## config.mk

```make
export PLATFORM = sky130hd
export DESIGN_NAME = xmem_stretch_ctrl
export DESIGN_NICKNAME = d
export VERILOG_FILES = /design/src/rtl/xmem_pkg.sv /design/src/rtl/xmem_stretch_decode.sv /design/src/rtl/xmem_seq.sv /design/src/rtl/xmem_pins.sv /design/src/rtl/xmem_stretch_ctrl.sv
export SDC_FILE = /design/constraint.sdc
export NUM_CORES = 1
export LEC_CHECK = 0
export ABC_AREA = 1
export BUFFER_PORTS_ARGS = -buffer_cell sky130_fd_sc_hd__buf_2
export CORE_ASPECT_RATIO = 0.9
export CORE_MARGIN = 1.5
export CORE_UTILIZATION = 45
export CTS_CLUSTER_SIZE = 28
export DETAILED_ROUTE_END_ITERATION = 10
export PLACE_DENSITY = 0.77
export SYNTH_ARGS = -nofsm -noshare
export SYNTH_HDL_FRONTEND = slang
export SYNTH_SLANG_ARGS = --single-unit
```

## constraint.sdc

```tcl
create_clock -name clk -period 1.95 [get_ports clk]
set_input_delay 0.0975 -clock clk [delete_from_list [all_inputs] [get_ports clk]]
set_output_delay 0.0975 -clock clk [all_outputs]
set_load 0.03 [all_outputs]
```

## src/rtl/xmem_pkg.sv

```systemverilog
package xmem_pkg;
  typedef enum logic [2:0] {
    PH_IDLE   = 3'd0,
    PH_ALE    = 3'd1,
    PH_SETUP  = 3'd2,
    PH_STROBE = 3'd3,
    PH_HOLD   = 3'd4,
    PH_DONE   = 3'd5
  } phase_e;
endpackage

```

## src/rtl/xmem_stretch_decode.sv

```systemverilog
module xmem_stretch_decode #(
  parameter int MC_CLKS = 4,
  parameter int CNT_W   = 6
) (
  input  logic [2:0]       sel,
  output logic [CNT_W-1:0] ale_len,
  output logic [CNT_W-1:0] setup_len,
  output logic [CNT_W-1:0] strobe_len,
  output logic [CNT_W-1:0] hold_len
);
  localparam int HALF = MC_CLKS / 2;

  logic hi_rng;
  logic any_str;

  always_comb begin
    hi_rng     = sel[2];
    any_str    = (sel != 3'd0);
    ale_len    = CNT_W'(HALF + (hi_rng ? MC_CLKS : 0));
    setup_len  = CNT_W'(HALF + (any_str ? 1 : 0) + (hi_rng ? MC_CLKS : 0));
    hold_len   = setup_len;
    strobe_len = any_str ? CNT_W'(MC_CLKS * int'(sel)) : CNT_W'(HALF);
  end

  // phase lengths add up to two base cycles plus the tabled stretch cycles
  always_comb begin
    assert_len_sum_R2: assert (int'(ale_len) + int'(setup_len) + int'(strobe_len)
                               + int'(hold_len)
                               == 2 * MC_CLKS + MC_CLKS * (hi_rng ? int'(sel) + 3 : int'(sel)));
  end
endmodule

```

## src/rtl/xmem_seq.sv

```systemverilog
module xmem_seq
  import xmem_pkg::*;
#(
  parameter int CNT_W = 6
) (
  input  logic             clk,
  input  logic             rst_n,
  input  logic             req,
  input  logic [2:0]       req_sel,
  input  logic [CNT_W-1:0] ale_len,
  input  logic [CNT_W-1:0] setup_len,
  input  logic [CNT_W-1:0] strobe_len,
  input  logic [CNT_W-1:0] hold_len,
  output logic [2:0]       sel_q,
  output logic             acc_en,
  output logic             cap_en,
  output phase_e           phase_q,
  output phase_e           phase_d
);
  logic [CNT_W-1:0] cnt_q, cnt_d, cur_len;
  logic             at_end;

  assign acc_en = req && (phase_q == PH_IDLE);
  assign cap_en = (phase_q == PH_STROBE) && (phase_d == PH_HOLD);

  always_comb begin
    unique case (phase_q)
      PH_ALE:    cur_len = ale_len;
      PH_SETUP:  cur_len = setup_len;
      PH_STROBE: cur_len = strobe_len;
      PH_HOLD:   cur_len = hold_len;
      default:   cur_len = CNT_W'(1);
    endcase
    at_end = (cnt_q == cur_len - CNT_W'(1));
  end

  always_comb begin
    phase_d = phase_q;
    cnt_d   = cnt_q + CNT_W'(1);
    unique case (phase_q)
      PH_IDLE: begin
        cnt_d = '0;
        if (req) phase_d = PH_ALE;
      end
      PH_ALE:    if (at_end) begin phase_d = PH_SETUP;  cnt_d = '0; end
      PH_SETUP:  if (at_end) begin phase_d = PH_STROBE; cnt_d = '0; end
      PH_STROBE: if (at_end) begin phase_d = PH_HOLD;   cnt_d = '0; end
      PH_HOLD:   if (at_end) begin phase_d = PH_DONE;   cnt_d = '0; end
      default: begin
        phase_d = PH_IDLE;
        cnt_d   = '0;
      end
    endcase
  end

  always_ff @(posedge clk or negedge rst_n) begin
    if (!rst_n) begin
      phase_q <= PH_IDLE;
      cnt_q   <= '0;
      sel_q   <= '0;
    end else begin
      phase_q <= phase_d;
      cnt_q   <= cnt_d;
      if (acc_en) sel_q <= req_sel;
    end
  end

  assert_sel_stable_R11: assert property (@(posedge clk) disable iff (!rst_n)
    (phase_q != PH_IDLE && $past(phase_q) != PH_IDLE) |-> $stable(sel_q));

  assert_done_once_R10: assert property (@(posedge clk) disable iff (!rst_n)
    (phase_q == PH_DONE) |=> (phase_q == PH_IDLE));
endmodule

```

## src/rtl/xmem_pins.sv

```systemverilog
module xmem_pins
  import xmem_pkg::*;
#(
  parameter int ADDR_W = 16,
  parameter int DATA_W = 8
) (
  input  logic                 clk,
  input  logic                 rst_n,
  input  logic                 acc_en,
  input  logic                 cap_en,
  input  phase_e               phase_d,
  input  logic                 req_wr,
  input  logic [ADDR_W-1:0]    req_addr,
  input  logic [DATA_W-1:0]    req_wdata,
  input  logic [DATA_W-1:0]    ad_in,
  output logic                 ale,
  output logic                 rd_n,
  output logic                 wr_n,
  output logic                 done,
  output logic                 ad_oe,
  output logic [DATA_W-1:0]    ad_out,
  output logic [ADDR_W-DATA_W-1:0] addr_hi,
  output logic [DATA_W-1:0]    rd_data
);
  localparam int HI_W = ADDR_W - DATA_W;

  logic              wr_q, wr_sel;
  logic [DATA_W-1:0] alo_q, alo_sel, wd_q, wd_sel;
  logic              ale_d, rd_n_d, wr_n_d, oe_d, done_d, in_data_ph;
  logic [DATA_W-1:0] out_d;

  always_comb begin
    wr_sel     = acc_en ? req_wr : wr_q;
    alo_sel    = acc_en ? req_addr[DATA_W-1:0] : alo_q;
    wd_sel     = acc_en ? req_wdata : wd_q;
    in_data_ph = (phase_d == PH_SETUP) || (phase_d == PH_STROBE) || (phase_d == PH_HOLD);
    ale_d      = (phase_d == PH_ALE);
    rd_n_d     = !((phase_d == PH_STROBE) && !wr_sel);
    wr_n_d     = !((phase_d == PH_STROBE) && wr_sel);
    oe_d       = ale_d || (wr_sel && in_data_ph);
    out_d      = ale_d ? alo_sel : wd_sel;
    done_d     = (phase_d == PH_DONE);
  end

  always_ff @(posedge clk or negedge rst_n) begin
    if (!rst_n) begin
      wr_q    <= 1'b0;
      alo_q   <= '0;
      wd_q    <= '0;
      addr_hi <= '0;
      rd_data <= '0;
      ale     <= 1'b0;
      rd_n    <= 1'b1;
      wr_n    <= 1'b1;
      ad_oe   <= 1'b0;
      ad_out  <= '0;
      done    <= 1'b0;
    end else begin
      if (acc_en) begin
        wr_q    <= req_wr;
        alo_q   <= req_addr[DATA_W-1:0];
        wd_q    <= req_wdata;
        addr_hi <= req_addr[ADDR_W-1:DATA_W];
      end
      if (cap_en && !wr_q) rd_data <= ad_in;
      ale    <= ale_d;
      rd_n   <= rd_n_d;
      wr_n   <= wr_n_d;
      ad_oe  <= oe_d;
      ad_out <= out_d;
      done   <= done_d;
    end
  end

  assert_one_strobe_R6: assert property (@(posedge clk) disable iff (!rst_n)
    !(!rd_n && !wr_n));

  assert_ale_no_strobe_R6: assert property (@(posedge clk) disable iff (!rst_n)
    ale |-> (rd_n && wr_n));

  assert_read_release_R7: assert property (@(posedge clk) disable iff (!rst_n)
    !rd_n |-> !ad_oe);

  assert_hi_hold_R8: assert property (@(posedge clk) disable iff (!rst_n)
    (!rd_n || !wr_n) |-> ($stable(addr_hi) && HI_W > 0));
endmodule

```

## src/rtl/xmem_stretch_ctrl.sv

```systemverilog
module xmem_stretch_ctrl
  import xmem_pkg::*;
#(
  parameter int ADDR_W  = 16,
  parameter int DATA_W  = 8,
  parameter int MC_CLKS = 4,
  parameter int CNT_W   = 6
) (
  input  logic                     clk,
  input  logic                     rst_n,
  input  logic                     req,
  input  logic                     req_wr,
  input  logic [2:0]               req_sel,
  input  logic [ADDR_W-1:0]        req_addr,
  input  logic [DATA_W-1:0]        req_wdata,
  output logic                     busy,
  output logic                     done,
  output logic [DATA_W-1:0]        rd_data,
  output logic                     ale,
  output logic                     rd_n,
  output logic                     wr_n,
  output logic [ADDR_W-DATA_W-1:0] addr_hi,
  output logic [DATA_W-1:0]        ad_out,
  output logic                     ad_oe,
  input  logic [DATA_W-1:0]        ad_in
);
  logic [1:0]       rst_pipe;
  logic             rst_s_n;
  logic [2:0]       sel_q;
  logic [CNT_W-1:0] ale_len, setup_len, strobe_len, hold_len;
  logic             acc_en, cap_en;
  phase_e           phase_q, phase_d;

  always_ff @(posedge clk or negedge rst_n) begin
    if (!rst_n) rst_pipe <= 2'b00;
    else        rst_pipe <= {rst_pipe[0], 1'b1};
  end
  assign rst_s_n = rst_pipe[1];

  assign busy = (phase_q != PH_IDLE);

  xmem_stretch_decode #(.MC_CLKS(MC_CLKS), .CNT_W(CNT_W)) u_dec (
    .sel(sel_q), .ale_len(ale_len), .setup_len(setup_len),
    .strobe_len(strobe_len), .hold_len(hold_len)
  );

  xmem_seq #(.CNT_W(CNT_W)) u_seq (
    .clk(clk), .rst_n(rst_s_n), .req(req), .req_sel(req_sel),
    .ale_len(ale_len), .setup_len(setup_len), .strobe_len(strobe_len),
    .hold_len(hold_len), .sel_q(sel_q), .acc_en(acc_en), .cap_en(cap_en),
    .phase_q(phase_q), .phase_d(phase_d)
  );

  xmem_pins #(.ADDR_W(ADDR_W), .DATA_W(DATA_W)) u_pins (
    .clk(clk), .rst_n(rst_s_n), .acc_en(acc_en), .cap_en(cap_en),
    .phase_d(phase_d), .req_wr(req_wr), .req_addr(req_addr),
    .req_wdata(req_wdata), .ad_in(ad_in), .ale(ale), .rd_n(rd_n),
    .wr_n(wr_n), .done(done), .ad_oe(ad_oe), .ad_out(ad_out),
    .addr_hi(addr_hi), .rd_data(rd_data)
  );
endmodule

```

==> summary.md <==
| Metric | Value |
|---|---|
| Outcome | `complete, but fails checks` |
| Failing checks | `DRC, setup timing` |
| Maximum vdd drop | `1.16 mV` |
| CTS tree | `done` |
| Largest delay contributor family on the critical path | `simple AND/OR/NAND/NOR gates` |
| CTS sink cnt | `60` |
| Final hold violation count | `0` |
| Routed wl met2 | `roughly 3500 microns` |
| Number of flops mapped to enable cells by yosys | `0` |
| Sequential-to-total area share from yosys stat | `55.5%` |
| Die area | `0.00650 sq mm` |
| Setup CP Type | `flip-flop to flip-flop` |
| ANT nets after route | `0` |
| Reg2Reg Depth | `19` |
| CP startpoint kind | `flip-flop` |
| Initial DRT Pass Iterations | `9` |
| CTS Buffer Depth | `2` |
| Final worst path period share | `140%` |
| Rel. slew slack | `62.9%` |
| DRC Markers | `4` |
| RSZ-0062 raised after global routing | `yes` |
| Mean area per synthesized cell | `10.5 sq um` |
| Area delta synth->final | `43.9%` |
| Global-route wire length before repair | `about 11000 microns` |
| Final slew viol count | `0` |
| Slew @ Worst Pin | `~0.56 ns` |
| Max_cap viols | `0` |
| Top-count cell post-synth | `dfrtp_1` |
| Worst endpoint required time | `2.18 ns` |
| Worst hold path cell count | `3` |
| Vias in the first global route | `2381` |
| Core ar. | `0.00576 sq mm` |
| DIE WIDTH | `84.8 microns` |
| Top_reg_cell synth | `dfrtp_1` |
| Post-synthesis register bit count | `60` |
| Row cnt | `26` |
| Vias/cell | `5.05` |
| Fin worst setup slack | `-0.775 ns` |
| Total wire length | `about 6900 microns` |
| Buffers added on ports | `68` |
| Worst reg2reg path startpoint | `u_seq.phase_q[0]$_DFF_PN0_` |
| Asr flop ratio synth | `100%` |
| Reg clk slew, reported paths | `0.07 ns` |
| Initial antenna violation count | `0` |
| Reg2Reg Setup Slack | `-0.78 ns` |
| Total global routing overflow | `0` |
| # IOs | `69` |
| Min-Delay Startpoint | `ad_in[4]` |
| Setup_tns | `-18.10 ns` |
| Cts bufs inserted | `9` |
| Total track usage | `22.0%` |
| DR iter-0 viols | `~130` |
| DR WL/cell | `between 15 and 20 microns` |
| Period minus WS final | `2.73 ns` |
| R2r endpoint | `u_pins.ad_oe$_DFF_PN0_` |
| WL met1 | `2750 microns` |
| Die height | `approximately 77 microns` |
| CP max-delay cell | `dfrtp_2` |
| Final Util | `67.8%` |
| Largest net degree at the start of global routing | `36` |
| Syn nets | `299` |
| CP arrival | `2.95 ns` |
| Yosys top cell area share | `between 50 and 60%` |
| Buffers & Inverters on Critical Path | `2` |
| Cells after Synth | `258` |
| Biggest area consumer among synthesized cells | `dfrtp_1` |
| GPL Wtd Cong | `0.866` |
| Static leakage | `1.95 nW` |
| Final Setup Violations | `30` |
| Synth top cells by count | `58 x dfrtp_1, 54 x nand2_1, 25 x mux2_2, 22 x inv_1, 17 x nand3_1` |
| Nets | `424` |
| PD cells | `~2100 mW/mm^2` |
| Mapped cell area | `0.00271 sq mm` |
| YS warnings | `0` |
| Hold Path Class | `input pin to flip-flop` |
| Setup crit end kind | `flip-flop` |
| CP peak stage delay | `0.48 ns` |
| Area contributors post-synth | `dfrtp_1 54%, mux2_2 10%, nand2_1 7.5%, nand3_1 3.1%, inv_1 3.0%` |
| Root buffer cell | `clkbuf_8` |
| WL met3 | `354 microns` |
| Critical Path, Cell by Cell | `nand2_4 -> nor2_4 -> inv_2 -> nor2_4 -> nor3_2 -> ha_1 -> xor2_1 -> nand2_1 -> nor2_2 -> nand2_2 -> nor2_4 -> nand3_4 -> nand2_2 -> nand3_2 -> buf_4 -> nand3_1 -> nand2_1 -> nand2_1 -> nand2_1` |
| Layout cell share with drive strength beyond 1 | `51.8%` |
| Clock skew | `a little under 0.008 ns` |
| Vias | `approximately 2300` |
| Cell repeated most along the worst path | `nand2_1` |
| Total power | `about 8.1 mW` |
| Detail Placement HPWL | `4060 microns` |
| Initial Utilization | `47.1%` |
| Top layer reached by signal wires | `met4` |
| H-tree levels | `3` |
| ANT cells | `0` |
| Cell variety after synth | `33` |
| # fillers | `399` |
| Hold endpoint | `u_pins.rd_data[4]$_DFFE_PN0P_` |
| FMAX | `between 0.3 and 0.4 GHz` |
| Clk Latency, worst-skew pair | `0.34 ns` |
| Worst hold slack | `between 0.005 and 0.006 ns` |
| Max FO, Critical Path | `7` |
-- cells by family (layout without fill, tap and decap cells) --
| kind of cell | count (synthesis) | count (layout) | share of synthesized area, % |
|---|---|---|---|
| other | 1 | 1 | 0.138 |
| adder cells (fa/ha/maj) | 2 | 2 | 0.923 |
| AND/OR/NAND/NOR | 113 | 114 | 21.7 |
| multiplexers | 25 | 25 | 10.4 |
| XOR/XNOR | 5 | 5 | 1.62 |
| flip-flops | 60 | 60 | 55.5 |
| AO/OA/AOI/OAI | 18 | 18 | 4.20 |
| buffers and inverters | 34 | 163 | 5.58 |
-- sequential cells by signal, indices dropped and copies added, names as in the netlist, 3 cells and up --
signal	cells
u_pins.rd_data	8
u_pins.alo_q	8
u_seq.sel_q	3
u_seq.phase_q	3
u_pins.ad_out	8
u_pins.addr_hi	8
u_seq.cnt_q	6
u_pins.wd_q	8
-- power by group --
| group | total (mW) | switching [mW] | internal [mW] |
|---|---|---|---|
| clock | 0.998 | 0.506 | 0.492 |
| combinational | 5.01 | 2.96 | 2.04 |
| sequential | 2.12 | 0.296 | 1.82 |
| total | 8.12 | 3.76 | 4.36 |
-- metal layers --
layer	track usage (%)	vias to the layer above
li1	-	1085
met5	0	-
met4	12.1	0
met3	6.18	31
met1	25.9	1097
met2	36.2	102
-- metrics by stage --
step / std cells / area [sq um] / setup WS (ns)
floorplan: 258 / 2740 / -0.426
global placement: 413 / 3330 / -0.530
detailed placement: 413 / 3330 / -0.600
CTS: 454 / 3830 / -0.560
global route: 458 / 3900 / -0.924
finish: 458 / 3900 / -0.775
-- area by class of cell --
cell class | count | area (sq um) | share of cell area, %
clock buffers | 10 | 138 | 3.53
clock inverters | 6 | 40.0 | 1.03
inverters | 28 | 105 | 2.69
multi-input cells | 165 | 1190 | 30.6
flip-flops and latches | 60 | 1510 | 38.7
well taps | 70 | 87.6 | 2.25
repair buffers | 119 | 830 | 21.3
-- cells in the final DEF, fill, tap and decap left out, drive strengths merged, types with 5 or more instances in the layout --
| cell | instances |
|---|---|
| inv | 28 |
| buf | 101 |
| clkbuf | 10 |
| clkinv | 5 |
| nor2 | 19 |
| mux2 | 25 |
| dfrtp | 58 |
| nand2 | 62 |
| dlygate4sd3 | 18 |
| o21ai | 12 |
| nand3 | 26 |
-- how the worst max path moves through the flow --
stage | from | end | slack [ns] | depth (start not counted)
2_1_floorplan | u_seq.phase_q[1]$_DFF_PN0_ | u_pins.ad_out[0]$_DFF_PN0_ | -0.43 | 19
3_3_place_gp | u_seq.phase_q[1]$_DFF_PN0_ | u_pins.ad_out[4]$_DFF_PN0_ | -0.53 | 15
3_5_place_dp | u_seq.phase_q[1]$_DFF_PN0_ | u_pins.ad_out[0]$_DFF_PN0_ | -0.60 | 18
4_1_cts | u_seq.phase_q[1]$_DFF_PN0_ | u_pins.ad_out[3]$_DFF_PN0_ | -0.56 | 16
5_1_grt | u_seq.phase_q[0]$_DFF_PN0_ | u_pins.ad_oe$_DFF_PN0_ | -0.92 | 19
6_report | u_seq.phase_q[0]$_DFF_PN0_ | u_pins.ad_oe$_DFF_PN0_ | -0.78 | 19
-- timing repair --
| item | CTS | global route |
|---|---|---|
| gates resized for setup | 21 | 7 |
| buffers inserted | 6 | 4 |
| endpoints found under the hold margin | 19 | 0 |
| cloned | 1 | 0 |
| hold buffers | 18 | 0 |
| setup endpoints to repair | 30 | 30 |
| pin swaps | 17 | 9 |
-- worst reg2reg max path: stages, from the launching register on --
cell and delay [ns]:
dfrtp_2 0.48, nand2_4 0.10, nor2_4 0.04, inv_2 0.08, nor2_4 0.04, nor3_2 0.17
ha_1 0.27, xor2_1 0.15, nand2_1 0.08, nor2_2 0.14, nand2_2 0.10, nor2_4 0.15
nand3_4 0.16, nand2_2 0.13, nand3_2 0.11, buf_4 0.16, nand3_1 0.07, nand2_1 0.05
nand2_1 0.07, nand2_1 0.06
Power figures use the tool's default switching activity.
